File: config.mk
export PLATFORM = sky130hd
export DESIGN_NAME = irq_aggregator
export DESIGN_NICKNAME = d
export VERILOG_FILES = /design/src/rtl/irq_agg_pkg.sv /design/src/rtl/irq_setclr_reg.sv /design/src/rtl/irq_level_enc.sv /design/src/rtl/irq_aggregator.sv
export SDC_FILE = /design/constraint.sdc
export NUM_CORES = 1
export LEC_CHECK = 0
export BUFFER_PORTS_ARGS = -buffer_cell sky130_fd_sc_hd__buf_2
export CORE_UTILIZATION = 35
export DETAILED_ROUTE_END_ITERATION = 7
export GPL_ROUTABILITY_DRIVEN = 0
export PLACE_DENSITY = 0.61
export SLEW_MARGIN = 20
export SYNTH_ARGS = -nofsm -noshare
export SYNTH_HDL_FRONTEND = slang
export SYNTH_SLANG_ARGS = --single-unit
File: constraint.sdc
create_clock -name clk -period 2.1 [get_ports clk]
set_clock_uncertainty 0.05 [all_clocks]
set_input_delay 0.315 -clock clk [delete_from_list [all_inputs] [get_ports clk]]
set_output_delay 0.315 -clock clk [all_outputs]
set_load 0.005 [all_outputs]
File: src/rtl/irq_agg_pkg.sv
package irq_agg_pkg;
  localparam int DATA_W     = 16;
  localparam int FLAG_W     = DATA_W - 1;
  localparam int MASTER_BIT = DATA_W - 2;
  localparam int NUM_SRC    = 9;
  localparam int LVL_W      = 3;
  localparam logic [LVL_W-1:0] IRQ_LEVEL = 3'd2;
  localparam logic ADDR_REQ = 1'b0;
  localparam logic ADDR_ENA = 1'b1;
endpackage

File: src/rtl/irq_setclr_reg.sv
module irq_setclr_reg #(
  parameter int DATA_W = 16,
  localparam int FLAG_W = DATA_W - 1
) (
  input  logic              clk,
  input  logic              rst,
  input  logic              wr_en,
  input  logic [DATA_W-1:0] wdata,
  input  logic [FLAG_W-1:0] hw_set,
  output logic [FLAG_W-1:0] q
);
  logic [FLAG_W-1:0] sw_mask;
  logic [FLAG_W-1:0] after_sw;

  assign sw_mask = wdata[FLAG_W-1:0];

  always_comb begin
    after_sw = q;
    if (wr_en) begin
      if (wdata[DATA_W-1]) after_sw = q | sw_mask;
      else                 after_sw = q & ~sw_mask;
    end
  end

  always_ff @(posedge clk) begin
    if (rst) q <= '0;
    else     q <= after_sw | hw_set;
  end

  for (genvar i = 0; i < FLAG_W; i++) begin : g_chk
    a_r2_pulse_sets: assert property (@(posedge clk) disable iff (rst)
      hw_set[i] |=> q[i]);
    a_r8_set_beats_clear: assert property (@(posedge clk) disable iff (rst)
      (hw_set[i] && wr_en && !wdata[DATA_W-1] && wdata[i]) |=> q[i]);
    a_r4_clear_bit: assert property (@(posedge clk) disable iff (rst)
      (wr_en && !wdata[DATA_W-1] && wdata[i] && !hw_set[i]) |=> !q[i]);
    a_r3_set_bit: assert property (@(posedge clk) disable iff (rst)
      (wr_en && wdata[DATA_W-1] && wdata[i]) |=> q[i]);
  end
endmodule

File: src/rtl/irq_level_enc.sv
module irq_level_enc #(
  parameter int FLAG_W = 15,
  parameter int MASTER_BIT = 14,
  parameter int LVL_W = 3,
  parameter logic [LVL_W-1:0] LEVEL = 3'd2
) (
  input  logic              clk,
  input  logic              rst,
  input  logic [FLAG_W-1:0] req,
  input  logic [FLAG_W-1:0] ena,
  output logic [LVL_W-1:0]  irq_level
);
  logic any_hit;

  assign any_hit = ena[MASTER_BIT] && (|(req[MASTER_BIT-1:0] & ena[MASTER_BIT-1:0]));

  always_ff @(posedge clk) begin
    if (rst)          irq_level <= '0;
    else if (any_hit) irq_level <= LEVEL;
    else              irq_level <= '0;
  end

  a_r6_level_code: assert property (@(posedge clk) disable iff (rst)
    (irq_level == '0) || (irq_level == LEVEL));
endmodule

File: src/rtl/irq_aggregator.sv
module irq_aggregator
  import irq_agg_pkg::*;
(
  input  logic               clk,
  input  logic               rst,
  input  logic [NUM_SRC-1:0] ev_pulse,
  input  logic               bus_wr,
  input  logic               bus_rd,
  input  logic               bus_addr,
  input  logic [DATA_W-1:0]  bus_wdata,
  output logic [DATA_W-1:0]  bus_rdata,
  output logic [LVL_W-1:0]   irq_level
);
  logic [FLAG_W-1:0] req_q;
  logic [FLAG_W-1:0] ena_q;
  logic [FLAG_W-1:0] req_hw;
  logic              req_wr;
  logic              ena_wr;

  assign req_hw = {{(FLAG_W-NUM_SRC){1'b0}}, ev_pulse};
  assign req_wr = bus_wr && (bus_addr == ADDR_REQ);
  assign ena_wr = bus_wr && (bus_addr == ADDR_ENA);

  irq_setclr_reg #(.DATA_W(DATA_W)) u_req (
    .clk(clk), .rst(rst), .wr_en(req_wr), .wdata(bus_wdata),
    .hw_set(req_hw), .q(req_q)
  );

  irq_setclr_reg #(.DATA_W(DATA_W)) u_ena (
    .clk(clk), .rst(rst), .wr_en(ena_wr), .wdata(bus_wdata),
    .hw_set('0), .q(ena_q)
  );

  irq_level_enc #(
    .FLAG_W(FLAG_W), .MASTER_BIT(MASTER_BIT), .LVL_W(LVL_W), .LEVEL(IRQ_LEVEL)
  ) u_lvl (
    .clk(clk), .rst(rst), .req(req_q), .ena(ena_q), .irq_level(irq_level)
  );

  always_ff @(posedge clk) begin
    if (rst) bus_rdata <= '0;
    else if (bus_rd) begin
      if (bus_addr == ADDR_ENA) bus_rdata <= {1'b0, ena_q};
      else                      bus_rdata <= {1'b0, req_q};
    end
  end

  a_r7_ena_write_keeps_req: assert property (@(posedge clk) disable iff (rst)
    (ena_wr && ev_pulse == '0 && !req_wr) |=> $stable(req_q));
  a_r6_master_off: assert property (@(posedge clk) disable iff (rst)
    !ena_q[MASTER_BIT] |=> (irq_level == '0));
  a_r9_msb_zero: assert property (@(posedge clk) disable iff (rst)
    !bus_rdata[DATA_W-1]);
  a_r9_hold: assert property (@(posedge clk) disable iff (rst)
    !bus_rd |=> $stable(bus_rdata));
endmodule

; After elaboration in Yosys (flattened, before gate mapping)
; Cells that the tools add are included.
[classes]
muxes = 5
n_bitwise = 8
n_reduce_logical = 4
[op_table]
columns = operator, n
row1 = $mux W15, 4
row2 = $and A15 B15 Y15, 2
row3 = $or A15 B15 Y15, 2
row4 = $not A15 Y15, 1
row5 = $or A15 B9 Y15, 1
row6 = $and A14 B14 Y14, 1
row7 = $reduce_or A14 Y1, 1
row8 = $logic_and A1 B1 Y1, 3
row9 = $mux W2, 1
row10 = $not A1 Y1, 1
[totals]
register_bits = 49
wordCells = 21

; Longest topological paths before layout
[depth]
depth_word = 5
ltp_mapped = 5
depth_no_buf = 3

; By module
; Synthesis repeated with hierarchy kept, for this count alone.
[hier_totals]
hier_cells = 214
hier_area_um2 = 2080.7
[by_module_without_submodules]
columns = module, n_inst, cells_each, area_per_inst_um2
row1 = irq_setclr_reg, 2, 65, 631.9
row2 = irq_aggregator, 1, 70, 695.7
row3 = irq_level_enc, 1, 14, 121.4

; Worst setup path after synthesis
; OpenSTA, ideal clock, no wires.
[synth_timing]
path_kind = input-to-reg
startpoint = input bus_addr
endpoint = register u_req.q[4]
arrival_time_ns = 0.962
required_ns = 1.917
path_slack_ns = 0.956
cell_stages = 5
path_buffers = 2
path_cell_list = buf_4 -> nand2b_4 -> clkbuf_2 -> o21ai_0 -> a31oi_1
[synth_between]
elab_chain_cells = 4
[synth_rtl]
columns = element, line_no
row1 = start: declaration, irq_aggregator.sv:9  ; input logic bus_addr,
row2 = $not A1 Y1, irq_aggregator.sv:21  ; assign req_wr = bus_wr && (bus_addr == ADDR_REQ);
row3 = $logic_and A1 B1 Y1, irq_aggregator.sv:21
row4 = $mux W15, irq_setclr_reg.sv:19  ; if (wr_en) begin
row5 = $or A15 B9 Y15, irq_setclr_reg.sv:27  ; else q <= after_sw | hw_set;
row6 = end signal: assignment, irq_setclr_reg.sv:27
row7 = end: declaration, irq_setclr_reg.sv:10  ; output logic [FLAG_W-1:0] q
; No other way between the ends.
; A chain may end at the register's enable or synchronous reset.

; Worst setup path after layout
[layout_timing]
startpoint = input bus_addr
endpoint = register bus_rdata[14]
[layout_between]
elab_chain_cells = 1
[layout_rtl]
columns = element, line_no
row1 = $mux W15, irq_aggregator.sv:43  ; if (bus_addr == ADDR_ENA) bus_rdata <= {1'b0, ena_q};
row2 = end signal: assignment, irq_aggregator.sv:43
row3 = end signal: assignment, irq_aggregator.sv:44  ; else bus_rdata <= {1'b0, req_q};
row4 = end: declaration, irq_aggregator.sv:11  ; output logic [DATA_W-1:0] bus_rdata,
; No other way between the ends.

==> impl_results.md <==
* Req. time, crit path at approximately 2.2 ns
* Worst Tran Pin Value at approximately 0.57 ns
* Relative slew slack at 61.72%
* Post-CTS setup buffers at 0
* CTS hold repair buffers at 0
* Number of global-route vias before repair at around 1,500
* CP top delay family: buffers and inverters
* Worst path max stage delay at 0.46 ns
* Reg2reg setup slack at 0.93 ns
* Peak Freq at about 0.8 GHz
* I/O pins at 49
* Layout net count at between 300 and 400
* CTS sink count at 46
* Mapped Area at 2092 µm²
* Pwr Total at roughly 1.7 mW
* Most common cell after layout, fill and taps aside: dfxtp_1
* DR WL/cell at roughly 13 µm
* Diode count at 0
* Post-route ant nets at 0
* Critical-path top delay cell: buf_2
* Vias per std cell at about 5
* Worst Hold Class: input pin to flop
* DR vias at 1,736
* Sw power at roughly 430 µW
* CP Cell Sequence: buf_2 -> buf_4 -> mux2i_1 -> a211oi_1
* Critical Path Sink Type: flop
* Input/output buffers at 45
* Tcrit/Tclk final at roughly three fifths
* Width of the die at about 79 µm
* Initial antenna violation count at 0
* Post-cts resize count at 0
* Switching power share of the total at between 20 and 30%
* Unrepaired setup endpoints after global routing: no
* Status: finished, final reports clean
* Die Y at 79.31 µm
* Yosys warnings at 0
* Pint at between 1 and 1.5 mW
* CTS tree: done
* Layout cells sized above 1 at between 20% and 30%
* Placement row count at 27
* Worst skew pair latency at slightly below 0.3 ns
* Synth Register Bits at between 40 and 50
* Setup TNS at 0 ns
* Sequential power share at a little under three fifths
* Register clock-pin slew on the reported worst setup and hold paths at around 0.08 ns
* P_leak at between 1 and 1.5 nW
* Minimum clock period after layout at approximately 1.2 ns
* First-pass GRT wire length at 7472 µm
* Finish-stage setup viols at 0
* CP Launch Type: input pin
* Peak fanout along the critical path at 24
* Initial DRT Pass Iterations at 4
* Total of max-cap violations at 0
* Area Overhead vs Synth at 14.29%
* H-tree levels at 2
* Core box area at between 5000 and 6000 µm²
* Most frequent cells in the layout: 46 x dfxtp_1, 45 x buf_2, 30 x mux2i_1, 30 x nor2_1, 30 x nand3_1
* Final hold vios at 0
* Slew Viols, Final at 0
* Synth unique cells at 23
* Syn Area/Cell at slightly below 9 µm²
* CTS root buf: clkbuf_8
* Starting density of the core at between 30 and 40%
* Setup Crit Path Kind: input pin to flop
* Largest net degree at the start of global routing at between 40 and 50
* Number of buffers created by CTS at 5
* Total track usage at approximately 15%
* Maximum VDD drop at a little under 0.3 mV
* Clk buf depth at 2
* Mapped Cells at 240
* Worst Path Buf+Inv at 2
* DP HPWL at 3113 µm
* Arrival time worst endpoint at 1.35 ns
* Remaining DRCs at 0
* Share of the yosys chip area belonging to registers at approximately 44%
* DR iter-0 viols at 130
* Total grt overflow at 0
* Final wirelength at ~4600 µm
* Die area at roughly 6300 µm²
* Combinational power share at about an eighth
* Power per cell area at about 700 nW/µm²
* Clock share of power at a little under a third
cell families (layout without fill, tap and decap cells):
| logic type | after synthesis | in the layout | share of synthesized area (%) |
|---|---|---|---|
| compound gates | 53 | 53 | 16.27 |
| buf+inv | 47 | 80 | 11.01 |
| flops | 46 | 46 | 44.02 |
| mux | 30 | 30 | 14.35 |
| other cells | 1 | 3 | 0.1793 |
| simple gates | 63 | 63 | 14.17 |
synthesized netlist by cell type:
master | n | area share, %
a211oi_1 | 15 | 5.4
a21oi_1 | 6 | 1.4
a221oi_1 | 2 | 0.84
a22o_1 | 2 | 0.84
a22oi_1 | 3 | 1.1
a311oi_1 | 1 | 0.42
a31oi_1 | 9 | 2.7
and3_1 | 1 | 0.30
buf_1 | 2 | 0.36
buf_2 | 2 | 0.48
buf_4 | 5 | 1.8
buf_6 | 4 | 2.2
clkbuf_1 | 7 | 1.3
clkbuf_2 | 2 | 0.48
conb_1 | 1 | 0.18
dfxtp_1 | 46 | 44
inv_1 | 25 | 4.5
mux2i_1 | 30 | 14
nand2b_4 | 1 | 0.66
nand3_1 | 30 | 7.2
nor2_1 | 30 | 5.4
nor2b_4 | 1 | 0.66
o21ai_0 | 15 | 3.6
layout make-up:
class / count / area [µm²]
inverters: 25 / 93.84
clock buffers: 6 / 82.58
well taps: 72 / 90.09
repair buffers: 49 / 255.2
flip-flops and latches: 46 / 920.9
multi-input cells: 149 / 948.4
fillers: 596 / 3251
worst register-to-register path: cells and delay by family, from the launching register on:
kind,cells,cell delay (ns)
compound gates,2,0.44
flops,1,0.37
simple gates,1,0.21
power by group through the flow:
stage / clock network [mW] / logic (mW) / registers [mW]
2_1_floorplan: 0 / 0.150 / 0.960
3_3_place_gp: 0 / 0.217 / 0.964
3_5_place_dp: 0 / 0.220 / 0.965
4_1_cts: 0.541 / 0.221 / 0.944
5_1_grt: 0.571 / 0.246 / 0.950
6_report: 0.529 / 0.219 / 0.944
per-layer routing:
metal	global-route usage, %	part of all wire [%]
met2	22.93	44
met4	5.455	0.59
met5	0	0
met3	2.874	4.4
met1	21.65	51
through the flow:
stage	hold WS [ns]	setup WS, ns	cells	area [µm²]	util [%]
2_1_floorplan	0.3708	0.9558	242	2100	-
3_3_place_gp	0.4050	0.5866	341	2308	40.92
3_5_place_dp	0.4108	0.5485	341	2308	40.92
4_1_cts	0.2063	0.8464	347	2391	42.38
5_1_grt	0.2123	0.7670	347	2391	42.38
6_report	0.2096	0.8529	347	2391	42.38
worst paths after layout:
check	from	end	cells after the start
setup / recovery	bus_addr	bus_rdata[14]$_SDFFE_PP0P_	4
hold / removal	ev_pulse[5]	u_req.q[5]$_SDFF_PP0_	3
hold reg to reg	flop	u_lvl.irq_level[1]$_SDFF_PP0_	2
setup reg to reg	flop	u_lvl.irq_level[1]$_SDFF_PP0_	3
(Power assumes the default switching activity.)
